[config.mk]
export PLATFORM = sky130hd
export DESIGN_NAME = pc_unit
export DESIGN_NICKNAME = d
export VERILOG_FILES = /design/src/rtl/pc_unit_pkg.sv /design/src/rtl/pc_tbase_reg.sv /design/src/rtl/pc_rst_seq.sv /design/src/rtl/pc_core_reg.sv /design/src/rtl/pc_unit.sv
export SDC_FILE = /design/constraint.sdc
export NUM_CORES = 1
export LEC_CHECK = 0
export CELL_PAD_IN_SITES_DETAIL_PLACEMENT = 1
export CELL_PAD_IN_SITES_GLOBAL_PLACEMENT = 1
export CORE_MARGIN = 3
export CORE_UTILIZATION = 43
export CTS_BUF_LIST = sky130_fd_sc_hd__clkbuf_2 sky130_fd_sc_hd__clkbuf_4 sky130_fd_sc_hd__clkbuf_8
export DETAILED_ROUTE_END_ITERATION = 8
export DONT_BUFFER_PORTS = 1
export PLACE_DENSITY = 0.78
export REMOVE_ABC_BUFFERS = 1
export SYNTH_ARGS = -nofsm -noshare
export SYNTH_HDL_FRONTEND = slang
export SYNTH_SLANG_ARGS = --single-unit
[constraint.sdc]
create_clock -name clk -period 1.82 [get_ports clk]
set_input_delay 0.364 -clock clk [delete_from_list [all_inputs] [get_ports clk]]
set_output_delay 0.364 -clock clk [all_outputs]
set_load 0.03 [all_outputs]
[src/rtl/pc_unit_pkg.sv]
`timescale 1ns/1ps
package pc_unit_pkg;

    // Start-up sequencer states
    typedef enum logic [1:0] {
        SEQ_FETCH = 2'd0,   // vector read request on the port
        SEQ_LOAD  = 2'd1,   // read word present, PC captures it
        SEQ_RUN   = 2'd2    // normal execution
    } seq_state_e;

    localparam logic SEL_TBASE = 1'b0;
    localparam logic SEL_PC    = 1'b1;

endpackage

[src/rtl/pc_tbase_reg.sv]
`timescale 1ns/1ps
module pc_tbase_reg #(
    parameter int AW = 32,
    parameter int ALIGN = 2,
    parameter logic [AW-1:0] COLD_BASE = '0
) (
    input  logic          clk,
    input  logic          por_n,
    input  logic          wr_en_i,
    input  logic [AW-1:0] wr_data_i,
    output logic [AW-1:0] base_o
);
    localparam logic [AW-1:0] KEEP_MASK = ~((AW'(1) << ALIGN) - AW'(1));

    typedef struct packed {
        logic [AW-1:0] base;
    } tb_regs_t;

    tb_regs_t tb_d, tb_q;

    always_comb begin
        tb_d = tb_q;
        if (wr_en_i) begin
            tb_d.base = wr_data_i & KEEP_MASK;
        end
    end

    always_ff @(posedge clk or negedge por_n) begin
        if (!por_n) begin
            tb_q.base <= COLD_BASE & KEEP_MASK;
        end else begin
            tb_q <= tb_d;
        end
    end

    assign base_o = tb_q.base;

endmodule

[src/rtl/pc_rst_seq.sv]
`timescale 1ns/1ps
module pc_rst_seq
    import pc_unit_pkg::*;
#(
    parameter int AW = 32,
    parameter logic [AW-1:0] VEC_OFS = '0
) (
    input  logic          clk,
    input  logic          por_n,
    input  logic          rst_n,
    input  logic [AW-1:0] base_i,
    output logic          rd_en_o,
    output logic [AW-1:0] rd_addr_o,
    output logic          load_o,
    output logic          ready_o
);
    typedef struct packed {
        seq_state_e state;
    } seq_regs_t;

    seq_regs_t seq_d, seq_q;

    always_comb begin
        seq_d = seq_q;
        unique case (seq_q.state)
            SEQ_FETCH: seq_d.state = SEQ_LOAD;
            SEQ_LOAD:  seq_d.state = SEQ_RUN;
            SEQ_RUN:   seq_d.state = SEQ_RUN;
            default:   seq_d.state = SEQ_FETCH;
        endcase
        // warm reset restarts the vector fetch
        if (!rst_n) begin
            seq_d.state = SEQ_FETCH;
        end
    end

    always_ff @(posedge clk or negedge por_n) begin
        if (!por_n) begin
            seq_q.state <= SEQ_FETCH;
        end else begin
            seq_q <= seq_d;
        end
    end

    assign rd_en_o   = (seq_q.state == SEQ_FETCH);
    assign load_o    = (seq_q.state == SEQ_LOAD);
    assign ready_o   = (seq_q.state == SEQ_RUN);
    assign rd_addr_o = base_i + VEC_OFS;

endmodule

[src/rtl/pc_core_reg.sv]
`timescale 1ns/1ps
module pc_core_reg #(
    parameter int AW = 32,
    parameter int INSN_BYTES = 2
) (
    input  logic          clk,
    input  logic          por_n,
    input  logic          load_i,
    input  logic [AW-1:0] vec_word_i,
    input  logic          adv_en_i,
    input  logic          stall_i,
    input  logic          br_take_i,
    input  logic [AW-1:0] br_target_i,
    output logic [AW-1:0] pc_o,
    output logic [AW-1:0] pc_read_o
);
    localparam logic [AW-1:0] STEP       = AW'(INSN_BYTES);
    localparam logic [AW-1:0] ALIGN_MASK = ~(STEP - AW'(1));

    typedef struct packed {
        logic [AW-1:0] pc;
    } pc_regs_t;

    pc_regs_t pc_d, pc_q;

    always_comb begin
        pc_d = pc_q;
        if (load_i) begin
            pc_d.pc = vec_word_i & ALIGN_MASK;
        end else if (adv_en_i && !stall_i) begin
            if (br_take_i) begin
                pc_d.pc = br_target_i & ALIGN_MASK;
            end else begin
                pc_d.pc = pc_q.pc + STEP;
            end
        end
    end

    always_ff @(posedge clk or negedge por_n) begin
        if (!por_n) begin
            pc_q.pc <= '0;
        end else begin
            pc_q <= pc_d;
        end
    end

    assign pc_o      = pc_q.pc;
    assign pc_read_o = pc_q.pc + STEP;

endmodule

[src/rtl/pc_unit.sv]
`timescale 1ns/1ps
module pc_unit
    import pc_unit_pkg::*;
#(
    parameter int ADDR_W = 32,
    parameter int INSN_BYTES = 2,
    parameter int TBASE_ALIGN = 2,
    parameter logic [ADDR_W-1:0] COLD_TBASE = 32'h00C0_0000,
    parameter logic [ADDR_W-1:0] RST_VEC_OFS = '0
) (
    input  logic              clk,
    input  logic              por_n,
    input  logic              rst_n,
    input  logic              stall_i,
    input  logic              br_take_i,
    input  logic [ADDR_W-1:0] br_target_i,
    input  logic              sr_wr_en_i,
    input  logic              sr_wr_sel_i,
    input  logic [ADDR_W-1:0] sr_wr_data_i,
    output logic              vec_rd_en_o,
    output logic [ADDR_W-1:0] vec_rd_addr_o,
    input  logic [ADDR_W-1:0] vec_rd_data_i,
    output logic              run_ready_o,
    output logic [ADDR_W-1:0] pc_o,
    output logic [ADDR_W-1:0] pc_read_o
);
    logic [ADDR_W-1:0] tbase;
    logic              tb_wr;
    logic              vec_load;
    logic              adv_en;

    // PC-targeted writes decode to nothing: the PC is read-only
    assign tb_wr  = sr_wr_en_i && (sr_wr_sel_i == SEL_TBASE);
    assign adv_en = run_ready_o && rst_n;

    pc_tbase_reg #(
        .AW        (ADDR_W),
        .ALIGN     (TBASE_ALIGN),
        .COLD_BASE (COLD_TBASE)
    ) tbase_i (
        .clk       (clk),
        .por_n     (por_n),
        .wr_en_i   (tb_wr),
        .wr_data_i (sr_wr_data_i),
        .base_o    (tbase)
    );

    pc_rst_seq #(
        .AW      (ADDR_W),
        .VEC_OFS (RST_VEC_OFS)
    ) seq_i (
        .clk       (clk),
        .por_n     (por_n),
        .rst_n     (rst_n),
        .base_i    (tbase),
        .rd_en_o   (vec_rd_en_o),
        .rd_addr_o (vec_rd_addr_o),
        .load_o    (vec_load),
        .ready_o   (run_ready_o)
    );

    pc_core_reg #(
        .AW         (ADDR_W),
        .INSN_BYTES (INSN_BYTES)
    ) core_i (
        .clk         (clk),
        .por_n       (por_n),
        .load_i      (vec_load),
        .vec_word_i  (vec_rd_data_i),
        .adv_en_i    (adv_en),
        .stall_i     (stall_i),
        .br_take_i   (br_take_i),
        .br_target_i (br_target_i),
        .pc_o        (pc_o),
        .pc_read_o   (pc_read_o)
    );

endmodule

# Yosys cells after proc, flatten, opt, wreduce, memory -nomap -nowiden
# Index checks and enable logic that the tools add are counted.
[classes] bitwise=1 n_addsub=1 muxes=5 n_eq_ne=2 reduce_logical=7
[op_table] operator="two-way mux 32 bit" count=3
[op_table] operator="adder 32 x 2 -> 32 bit (second input constant)" count=1
[op_table] operator="one-hot mux 2 bit (2 select lines)" count=1
[op_table] operator="logical AND 1 bit" count=3
[op_table] operator="equality test 2 x 1 -> 1 bit (second input constant)" count=1
[op_table] operator="equality test 2 bit (second input constant)" count=1
[op_table] operator="zero test 2 bit" count=1
[op_table] operator="two-way mux 2 bit" count=1
[op_table] operator="nonzero test 2 bit" count=1
[op_table] operator="OR reduction 2 bit" count=1
[op_table] operator="zero test 1 bit" count=1
[op_table] operator="NOT 1 bit" count=1
[word_totals] register_bits=64 output_inout_bits=98 wordCells=19

# Longest topological paths before layout
# Gate-level depths: netlist of the first run.
[depth] ltp_word=5 ltp_mapped=9 mapped_depth_nobuf=7

# Hierarchy
# Synthesis of the first run repeated with hierarchy kept, for this count alone.
[hier_totals] hier_cells=398 area_unflattened_um2=4036.4
[modules_own_cells] mod="pc_core_reg" area_per_inst_um2=2412.3 instances=1 cells_per_inst=289 seq_area_each_um2=775.7
[modules_own_cells] mod="pc_tbase_reg" area_per_inst_um2=1256.2 instances=1 cells_per_inst=66 seq_area_each_um2=753.2
[modules_own_cells] mod="pc_rst_seq" area_per_inst_um2=347.8 instances=1 cells_per_inst=41 seq_area_each_um2=50.0
[modules_own_cells] mod="pc_unit" area_per_inst_um2=20.0 instances=1 cells_per_inst=2 seq_area_each_um2=0.0

# Least setup slack after synthesis of the first run
# Ideal clock, no wire load.
[synth_path] kind="register to output" start="register core_i.pc_q (netlist bit core_i.pc_o[8])" end="output pc_read_o[25]" arrival_time_ps=2103 path_stages_with_launch=6 path_slack_ps=-647 cell_sequence="dfrtp_1 -> nand4_4 -> nor4_4 -> buf_6 -> nand4_1 -> xnor2_1"
[synth_between] elab_chain_cells=1
[synth_rtl] item="from (decl)" line_no="pc_core_reg.sv:24" rtl="pc_regs_t pc_d, pc_q;"
[synth_rtl] item="from (signal assigned)" line_no="pc_core_reg.sv:43" rtl="pc_q <= pc_d;"
[synth_rtl] item="adder 32 x 2 -> 32 bit" line_no="pc_core_reg.sv:48" rtl="assign pc_read_o = pc_q.pc + STEP;"
[synth_rtl] item="to (decl)" line_no="pc_unit.sv:25" rtl="output logic [ADDR_W-1:0] pc_read_o"
# No other way between the ends.

# Final worst setup path of the first run
[layout_path] start="register core_i.pc_q (netlist bit core_i.pc_o[9])" end="output pc_read_o[20]"
# The elaborated chain is that of the path after synthesis.

==> impl_metrics.csv, run 1 <==
group,metric,value,unit
status,status,"finished, violations left",
status,violations,"negative setup slack",
sta,fmax,0.416,GHz
synthesis,syn_area_per_cell,9.73,sq um
routing,antenna_left,0,
routing,routedWlPerCell,25.3,microns
sta,min_period,2410,ps
setup_path,critPathLaunch,"core_i.pc_o[9]",
global_routing,grt_busiest_layer,"met2",
power,switchingPower,4.32,mW
setup_path,reg2reg_from,"core_i.pc_o[9]",
global_routing,grt_pass1_vias,3918,
clock_network,cts_tree,"yes",
placed_design,dpl.hpwl,9.35,mm
synthesis,ys_async_sr_fraction,1.00,
clock_network,root_buffer,"clkbuf_8",
synthesis,synth_flop_cell,"dfrtp_1",
clock_network,clk_path_buf_depth,2,
synthesis,syn_area,0.00370,sq mm
clock_network,cts_made_buffers,9,
flow_run,maxCapViolCount,0,
global_routing,grt_use_met3,0.0941,
clock_network,cts.sinks,63,
power,pwr-share-clk,0.155,
global_routing,global_route.overflow_total,0,
synthesis,ys_ff_latch,63,
sta,worst_slack,-586,ps
sta,hold_viol_final,0,
synthesis,postSynthCellCount,380,
final_layout,area_delta_synth_final,45.1,%
final_layout,final_common_cell,"buf_4",
min_path,hp-class,"in2reg",
sta,finalMaxSlewViolations,0,
synthesis,ys_seq_area_frac,0.427,
synthesis,synth_edf_count,0,
setup_path,worst-setup-path-type,"reg2out",
placed_design,port_buffers,0,
setup_path,crit_path_max_fanout,3,
sta,finalClockSkew,16.1,ps
sta,setup-tns-final,-12820,ps
setup_path,worstSetupEndpoint,"pc_read_o[20]",
routing,routed_via_density,6.06,
routing,drtIter0Drc,121,
final_layout,fillers,872,
floorplanning,row_count,33,
setup_path,rr_worst_depth,8,
global_routing,antenna_found_initial,0,
routing,first_pass_iters,4,
floorplanning,die_height,98.7,microns
routing,num_vias,3553,
power,ir_worst_vdd,1.17,mV
synthesis,synth_cell_types,51,
setup_path,timing.rr.end,"core_i.pc_o[30]",
setup_path,endpoint_kind,"output pin",
global_routing,grt_max_degree,66,
synthesis,synth_warnings,0,
sta,worstMarginPinSlew,543,ps
sta,relSlewSlack,0.637,
global_routing,met1_usage,0.299,
sta,setup_viol,46,
power,combinationalPowerShare,0.571,
clock_network,cts.clk_slew.worst_paths,80,ps
power,p_int,4.60,mW
setup_path,r2r_setup_slack,-210,ps
routing,drc,0,
global_routing,grt_pass1_wl,20.8,mm
floorplanning,dieArea,0.00975,sq mm
power,power,8.92,mW
floorplanning,io_pins,201,
final_layout,final_nets,583,
global_routing,grt_use_total,0.271,
clock_network,htree_levels,3,
global_routing,grtUsageMet2,0.489,
power,leakage,2.38,nW
setup_path,arrival,2040,ps
sta,rsz0062_at_grt,"true",
floorplanning,coreArea,0.00830,sq mm
routing,totalWireLength,14.8,mm
floorplanning,start_util,0.446,
floorplanning,die_w,98.7,microns
final_layout,drive_gt1_frac,0.453,
clock_network,clock_latency,340,ps
final_layout,n_antenna_cell,0,
sta,post-route-period-util,1.32,
setup_path,critical_path_required,1460,ps
power,switching_share,0.484,
power,p_per_area,1660,mW/mm^2
power,seq_power_share,0.274,
setup_path,setup.worst_path.start_class,"flip-flop",
placed_design,globalplace.congestion,0.795,
final_layout,final_cell_mix,"82 x buf_4, 59 x dfrtp_1, 37 x nand2_1",
## synth_stat cells (4+ instances only)
master / n / area [sq um]
dfrtp_1: 61 / 1530
nand2_1: 40 / 150
nand3_1: 32 / 160
mux2_2: 31 / 349
a21oi_1: 30 / 150
clkbuf_1: 20 / 75.1
a221o_1: 19 / 190
nor2_1: 15 / 56.3
xnor2_1: 15 / 131
o21ai_0: 14 / 70.1
xor2_1: 9 / 78.8
and3_1: 8 / 50.1
nand4_1: 8 / 50.1
nor3_1: 7 / 35.0
inv_1: 6 / 22.5
buf_1: 4 / 15.0
buf_4: 4 / 30.0
ha_1: 4 / 50.1
xnor2_2: 4 / 65.1
## metrics by stage
step | hold WS, ps | instances | area (sq um) | utilization | setup slack (ps)
2_1_floorplan | 68.4 | 353 | 3570 | - | -801
3_3_place_gp | 70.6 | 545 | 4440 | 0.535 | -155
3_5_place_dp | 70.7 | 545 | 4440 | 0.535 | -199
4_1_cts | -299 | 570 | 5020 | 0.605 | -529
5_1_grt | 127 | 586 | 5370 | 0.646 | -670
6_report | 149 | 586 | 5370 | 0.646 | -586
## worst max-delay path, stage by stage, from the launching register on
cell     delay [ps]
dfrtp_1         400
nand4_4         140
buf_4           160
buf_6           120
or2_4           270
nor4_4          170
xor2_1          220
buf_4           220
## final cells by class
cell class                      count  area (sq um)  share of cell area
Tap cell                          105           131              0.0245
Timing Repair Buffer              112          1050               0.195
Clock inverter                      6          85.1              0.0159
Sequential cell                    63          1580               0.295
Clock buffer                       10           131              0.0245
Inverter                            7          26.3             0.00490
Multi-Input combinational cell    283          2360               0.440
## flip-flops by register name, summed over array words and instances (netlist names)
signal / count
core_i.pc_o: 31
seq_i.seq_q: 2
tbase_i.base_o: 30
## logic make-up (layout without fill, tap and decap cells)
| kind of cell | count (synthesis) | in the layout | synth area share |
|---|---|---|---|
| AND/OR/NAND/NOR | 138 | 138 | 0.204 |
| AO/OA/AOI/OAI | 76 | 76 | 0.137 |
| flip-flops | 63 | 63 | 0.427 |
| buffers and inverters | 37 | 135 | 0.0440 |
| multiplexers | 33 | 33 | 0.0998 |
| XOR/XNOR | 28 | 28 | 0.0744 |
| adder cells (fa/ha/maj) | 4 | 4 | 0.0135 |
| other | 1 | 4 | 0.00101 |
## per-layer routing
metal | part of all wire | vias to the layer above
met5 | 0 | -
met4 | 0.020 | 0
met3 | 0.088 | 25
met2 | 0.54 | 191
met1 | 0.36 | 1776
li1 | - | 1561
## repair_timing
action                     CTS  global route
buffers inserted            12            13
resized for setup           54            36
hold endpoints to repair    63            63
pin swaps                   16            22
setup endpoints to repair   46            56
gates cloned                 0             3
## power groups by stage
stage	logic [mW]	registers (mW)	clock network [mW]
after floorplan	1.92	3.13	0
after global placement	4.12	2.37	0
after detailed placement	4.27	2.41	0
after CTS	4.69	2.43	1.38
after global routing	5.33	2.51	1.47
final	5.09	2.45	1.38
## worst min-delay path by stage
stage	start	endpoint	slack (ps)	depth (start not counted)
after detailed placement	por_n	tbase_i.base_o[13]	70	0
after floorplan	por_n	core_i.pc_o[10]	70	0
after CTS	por_n	core_i.pc_o[25]	-300	0
after global placement	por_n	tbase_i.base_o[19]	70	0
final	vec_rd_data_i[6]	core_i.pc_o[6]	150	2
after global routing	rst_n	seq_i.seq_q[1]	130	1
No activity file was read; power rests on OpenSTA's default activity.
==> run 2, diff against run 1 <==
--- a/config.mk
+++ b/config.mk
@@ -8,12 +8,14 @@
 export CELL_PAD_IN_SITES_DETAIL_PLACEMENT = 1
 export CELL_PAD_IN_SITES_GLOBAL_PLACEMENT = 1
 export CORE_MARGIN = 3
-export CORE_UTILIZATION = 43
+export CORE_UTILIZATION = 44
 export CTS_BUF_LIST = sky130_fd_sc_hd__clkbuf_2 sky130_fd_sc_hd__clkbuf_4 sky130_fd_sc_hd__clkbuf_8
 export DETAILED_ROUTE_END_ITERATION = 8
 export DONT_BUFFER_PORTS = 1
+export GPL_ROUTABILITY_DRIVEN = 0
 export PLACE_DENSITY = 0.78
 export REMOVE_ABC_BUFFERS = 1
 export SYNTH_ARGS = -nofsm -noshare
 export SYNTH_HDL_FRONTEND = slang
+export SYNTH_HIERARCHICAL = 1
 export SYNTH_SLANG_ARGS = --single-unit
==> run 2 against run 1 <==
  * The run still ends with negative setup slack left
  * Die area rose by 6.2%
  * Wire length down 8.1%
  * Hold slack improved by 5.9 ps
  * Synthesized cell count is 4.7% higher
  * Clock power hardly changed
  * Non-clock buffer count fell by 3
  * Largest power group unchanged
  * Highest routed layer unchanged
==> impl_metrics.csv, run 2 <==
group,metric,value,unit
status,status,"finished, violations left",
status,violations,"negative setup slack",
synthesis,yosysMostFrequentCell,"dfrtp_1",
setup_path,cp_cell_sequence,"ha_2 -> nand3_2 -> or3_4 -> nor4_4 -> xor2_2 -> buf_6",
floorplanning,dieArea,0.0104,sq mm
synthesis,yosysTopAreaCell,"dfrtp_1",
routing,routed_via_density,5.96,
setup_path,worst-path-buf-inv,1,
global_routing,global_route.overflow_total,0,
synthesis,synth_edf_count,0,
clock_network,root_buffer,"clkbuf_8",
setup_path,arrival,2080,ps
synthesis,syn_area,0.00404,sq mm
setup_path,crit_path_max_fanout,3,
power,switching_share,0.484,
routing,topRoutingLayerUsed,"met4",
setup_path,slowest_stage,"dfrtp_1",
setup_path,worst-setup-path-type,"reg2out",
power,p_per_area,1710,mW/mm^2
power,ir_worst_vdd,1.03,mV
setup_path,setup.worst_path.start_class,"flip-flop",
global_routing,grt_use_total,0.231,
routing,totalWireLength,13.6,mm
sta,min_period,2450,ps
clock_network,cts.clk_slew.worst_paths,80,ps
floorplanning,coreArea,0.00881,sq mm
sta,finalMaxSlewViolations,0,
global_routing,grt_max_degree,64,
routing,num_vias,3402,
synthesis,synth_top_area_frac,0.378,
clock_network,cts_tree,"yes",
floorplanning,start_util,0.458,
power,switchingPower,4.38,mW
routing,met1Wirelength,5.18,mm
synthesis,postSynthCellCount,398,
routing,drtIter0Drc,127,
routing,antenna_left,0,
clock_network,clk_path_buf_depth,2,
sta,setup_viol,48,
synthesis,synthTopCellsByArea,"dfrtp_1 38%, mux2_4 11%, buf_4 6.7%, a221o_1 5.5%, nand3_1 4.8%",
floorplanning,row_count,34,
sta,hold_viol_final,0,
routing,routed-wl-met2,6.98,mm
final_layout,area_delta_synth_final,31.1,%
synthesis,ys_ff_latch,63,
setup_path,endpoint_kind,"output pin",
floorplanning,die_w,102,microns
final_layout,largest_reg_flops,31,
global_routing,grt_pass1_wl,18.4,mm
placed_design,port_buffers,0,
floorplanning,die_height,102,microns
synthesis,ys_seq_area_frac,0.391,
synthesis,syn_area_per_cell,10.1,sq um
routing,routedWlPerCell,23.8,microns
sta,worst_slack,-627,ps
placed_design,dpl.hpwl,9.20,mm
synthesis,synth_flop_cell,"dfrtp_1",
final_layout,n_antenna_cell,0,
power,p_int,4.67,mW
global_routing,antenna_found_initial,0,
power,pwr-share-clk,0.155,
floorplanning,io_pins,201,
synthesis,ys_async_sr_fraction,1.00,
clock_network,cts.sinks,63,
clock_network,clock_latency,340,ps
final_layout,final_nets,565,
flow_run,maxCapViolCount,0,
sta,finalClockSkew,12.9,ps
power,combinationalPowerShare,0.579,
clock_network,cts_made_buffers,9,
synthesis,synth_warnings,6,
power,seq_power_share,0.265,
final_layout,drive_gt1_frac,0.445,
min_path,hp-class,"in2reg",
synthesis,synth_cell_types,53,
final_layout,final_cell_mix,"82 x buf_4, 61 x dfrtp_1, 35 x nand2_1",
routing,drc,0,
power,power,9.04,mW
setup_path,slowest_delay,400,ps
clock_network,htree_levels,3,
setup_path,crit_family,"simple AND/OR/NAND/NOR gates",
sta,rsz0062_at_grt,"true",
final_layout,final_common_cell,"buf_4",
placed_design,placedCellCount,533,
final_layout,final_cells,571,
power,leakage,2.45,nW
global_routing,grt_pass1_vias,3458,
synthesis,netlist_top_cells_count,"61 x dfrtp_1, 39 x nand3_1, 38 x nand2_1, 36 x buf_4, 30 x mux2_4",
setup_path,critical_path_required,1460,ps
sta,fmax,0.409,GHz
routing,first_pass_iters,4,
sta,post-route-period-util,1.34,
routing,dr_wl_met3,1.27,mm
==> run 2: cell count changes after synthesis, sizes merged, moves of 3 or more <==
cell   previous run  this run
nand2            41        38
nand3            35        39
nor3              9         6
and3              8         5
a221o            19        22
inv               6        10
nor2             16         8
o21ai            15         7
buf              10        43
==> run 2: timing repair <==
| action | 4_1_cts | 5_1_grt |
|---|---|---|
| gates resized for setup | 21 | 48 |
| hold buffers | 2 | 0 |
| hold endpoints to repair | 63 | 0 |
| pin swaps | 9 | 23 |
| buffers inserted | 5 | 14 |
| endpoints found under the setup margin | 48 | 55 |
| gates cloned | 0 | 1 |
==> run 2: power groups by stage <==
stage,clock [mW],combinational [mW],sequential [mW]
floorplan,0,2.05,3.18
global placement,0,4.42,2.36
detailed placement,0,4.55,2.40
CTS,1.45,4.80,2.38
global route,1.52,5.50,2.45
finish,1.41,5.24,2.40
==> run 2: final cells by class <==
type | count | area [sq um]
fillers | 930 | 3510
clock inverters | 6 | 92.6
flip-flops and latches | 63 | 1580
inverters | 10 | 37.5
clock buffers | 10 | 138
multi-input cells | 265 | 2290
well taps | 108 | 135
repair buffers | 109 | 1020
==> run 2: metal layers <==
layer	vias to the layer above	global-route usage
li1	1499	-
met1	1718	0.277
met2	173	0.401
met3	12	0.0716
met4	0	0.0603
met5	-	0
==> run 2: cell families (layout without fill, tap and decap cells) <==
kind of cell | count (synthesis) | in the layout | synth area share
and+or+nand+nor | 126 | 126 | 0.175
muxes | 33 | 33 | 0.120
other | 2 | 4 | 0.00186
buffers and inverters | 72 | 135 | 0.114
xor gates and xnor gates | 29 | 29 | 0.0648
DFF | 63 | 63 | 0.391
AOI/OAI and AO/OA | 69 | 69 | 0.120
adders and majority gates | 4 | 4 | 0.0124
==> run 2: through the flow <==
stage          hold slack, ps  setup WS, ps  instance area [sq um]  TNS (ps)   util
5_1_grt                   124          -727                   5290    -21250  0.601
6_report                  155          -627                   5290    -16010  0.601
3_5_place_dp             70.4          -267                   4480     -4950  0.509
3_3_place_gp             70.5          -207                   4480     -2480  0.509
4_1_cts                   129          -616                   4890    -16140  0.556
2_1_floorplan            68.4         -1170                   3620    -44890      -
==> run 2: final timing paths <==
check	startpoint	endpoint	slack [ps]	depth (start not counted)
max in group asynchronous	por_n	tbase_i/base_o[22]	910	2
min in group asynchronous	por_n	tbase_i/base_o[25]	600	2
min reg2reg	tbase_i/base_o[23]	tbase_i/base_o[23]	710	1
max	core_i/pc_o[1]	pc_read_o[31]	-630	6
max reg2reg	core_i/pc_o[1]	core_i/pc_o[17]	-270	10
min	vec_rd_data_i[1]	core_i/pc_o[1]	150	1
==> run 3, diff against run 2 <==
--- a/config.mk
+++ b/config.mk
@@ -5,15 +5,13 @@
 export SDC_FILE = /design/constraint.sdc
 export NUM_CORES = 1
 export LEC_CHECK = 0
-export CELL_PAD_IN_SITES_DETAIL_PLACEMENT = 1
-export CELL_PAD_IN_SITES_GLOBAL_PLACEMENT = 1
 export CORE_MARGIN = 3
-export CORE_UTILIZATION = 44
+export CORE_UTILIZATION = 45
 export CTS_BUF_LIST = sky130_fd_sc_hd__clkbuf_2 sky130_fd_sc_hd__clkbuf_4 sky130_fd_sc_hd__clkbuf_8
 export DETAILED_ROUTE_END_ITERATION = 8
 export DONT_BUFFER_PORTS = 1
 export GPL_ROUTABILITY_DRIVEN = 0
-export PLACE_DENSITY = 0.78
+export PLACE_DENSITY = 0.61
 export REMOVE_ABC_BUFFERS = 1
 export SYNTH_ARGS = -nofsm -noshare
 export SYNTH_HDL_FRONTEND = slang
==> run 3 against run 2 <==
  * The flow finishes with violations (negative hold slack, negative setup slack)
  * Clock skew shrank 3.1 ps
  * Sequential power shrank 2%
  * Critical path depth is the same
  * Clock power shrank 16%
  * First-iteration DRC count grew 41%
  * Critical path type unchanged
  * Largest cell class unchanged
  * Highest routed layer unchanged
==> impl_metrics.csv, run 3 (synthesis results as in run 2) <==
group,metric,value,unit
final_layout,final_nets,562,
setup_path,rr_worst_depth,9,
setup_path,endpoint_kind,"output pin",
global_routing,global_route.overflow_total,0,
status,status,"finished, violations left",
global_routing,antenna_found_initial,0,
final_layout,final_common_cell,"buf_4",
global_routing,grt_pass1_vias,3287,
placed_design,place_area,0.00448,sq mm
setup_path,r2r_setup_slack,-200,ps
routing,routedWlPerCell,20.4,microns
floorplanning,io_pins,201,
power,p_int,4.44,mW
sta,finalClockSkew,9.79,ps
sta,post-route-period-util,1.30,
setup_path,crit_family,"simple AND/OR/NAND/NOR gates",
sta,fmax,0.422,GHz
power,p_per_area,1680,mW/mm^2
setup_path,cp_cell_sequence,"ha_2 -> nand3_2 -> or3_4 -> nor4_4 -> xor2_2 -> buf_6",
sta,worst_slack,-550,ps
setup_path,reg2reg_from,"core_i/pc_o[1]",
power,switchingPower,4.10,mW
final_layout,area_delta_synth_final,26.1,%
floorplanning,coreArea,0.00846,sq mm
routing,drc,0,
status,violations,"negative hold slack, negative setup slack",
min_path,hp-class,"in2async",
final_layout,drive_gt1_frac,0.430,
sta,holdWs,-284,ps
sta,finalMaxSlewViolations,0,
setup_path,crit_path_max_fanout,3,
final_layout,final_cell_mix,"82 x buf_4, 61 x dfrtp_1, 37 x nand2_1",
clock_network,htree_levels,3,
clock_network,root_buffer,"clkbuf_8",
sta,min_period,2370,ps
power,pwr-share-clk,0.140,
floorplanning,row_count,33,
placed_design,dpl.hpwl,8.26,mm
setup_path,setup.worst_path.start_class,"flip-flop",
placed_design,placedCellCount,534,
power,combinationalPowerShare,0.584,
final_layout,stdcell_area,0.00509,sq mm
final_layout,final_cells,565,
global_routing,grt_pass1_wl,17.5,mm
clock_network,cts_tree,"yes",
setup_path,slowest_delay,370,ps
routing,drtIter0Drc,179,
floorplanning,die_w,101,microns
setup_path,worst-setup-path-type,"reg2out",
floorplanning,start_util,0.477,
clock_network,cts_made_buffers,9,
power,leakage,2.33,nW
final_layout,fin_util,0.601,
placed_design,port_buffers,0,
clock_network,cts.sinks,63,
power,seq_power_share,0.277,
clock_network,clk_path_buf_depth,2,
setup_path,worst-path-buf-inv,1,
global_routing,grt_use_total,0.220,
setup_path,critical_path_required,1460,ps
routing,antenna_left,0,
sta,setup_viol,46,
flow_run,maxCapViolCount,0,
final_layout,n_antenna_cell,0,
setup_path,slowest_stage,"or3_4",
global_routing,grt_max_degree,64,
routing,routed_via_density,5.75,
power,switching_share,0.480,
sta,hold_viol_final,63,
floorplanning,die_height,101,microns
routing,num_vias,3251,
sta,setup-tns-final,-14780,ps
clock_network,clock_latency,340,ps
sta,rsz0062_at_grt,"true",
clock_network,cts.clk_slew.worst_paths,70,ps
final_layout,largest_reg_flops,31,
power,ir_worst_vdd,0.885,mV
setup_path,arrival,2010,ps
routing,first_pass_iters,4,
power,power,8.54,mW
placed_design,pre_cts_slack,-230,ps
setup_path,timing.rr.end,"core_i/pc_o[29]",
floorplanning,dieArea,0.0101,sq mm
routing,totalWireLength,11.5,mm
[run 3: power by group through the flow]
stage | clock network, mW | registers (mW) | logic, mW
2_1_floorplan | 0 | 3.18 | 2.05
3_3_place_gp | 0 | 2.36 | 4.42
3_5_place_dp | 0 | 2.38 | 4.48
4_1_cts | 1.24 | 2.36 | 4.76
5_1_grt | 1.30 | 2.42 | 5.27
6_report | 1.19 | 2.36 | 4.98
[run 3: cell type report]
type	count	area [sq um]
clock buffers	10	131
clock inverters	6	61.3
fillers	704	3370
inverters	10	37.5
multi-input cells	265	2230
flip-flops and latches	63	1580
well taps	105	131
repair buffers	106	916
[run 3: worst max-delay path by stage]
stage | start | end | depth (start not counted)
final | core_i/pc_o[1] | pc_read_o[31] | 6
after floorplan | seq_i/seq_q[0] | core_i/pc_o[11] | 6
after global placement | core_i/pc_o[1] | pc_read_o[31] | 6
after CTS | core_i/pc_o[1] | pc_read_o[31] | 6
after detailed placement | core_i/pc_o[2] | core_i/pc_o[31] | 7
after global routing | core_i/pc_o[1] | pc_read_o[25] | 8
[run 3: per-layer routing]
layer / vias to the layer above / track usage / share of wire
met5: - / 0 / 0
met4: 0 / 0.0383 / 0.0086
met3: 10 / 0.0754 / 0.11
met2: 179 / 0.367 / 0.49
met1: 1568 / 0.279 / 0.39
li1: 1494 / - / -
[run 3: repair_timing]
action | CTS | global route
buffers inserted | 10 | 5
endpoints found under the setup margin | 42 | 56
pin swaps | 14 | 6
gates resized for setup | 33 | 26
endpoints found under the hold margin | 63 | 63
[run 3: worst reg2reg max path: stages, from the launching register on]
cell     delay (ps)
dfrtp_1         360
ha_2            200
nand3_2         100
buf_6           140
nor4_4          250
buf_4           170
nand4_1          90
xnor2_1         160
buf_4           170
a221o_1         290
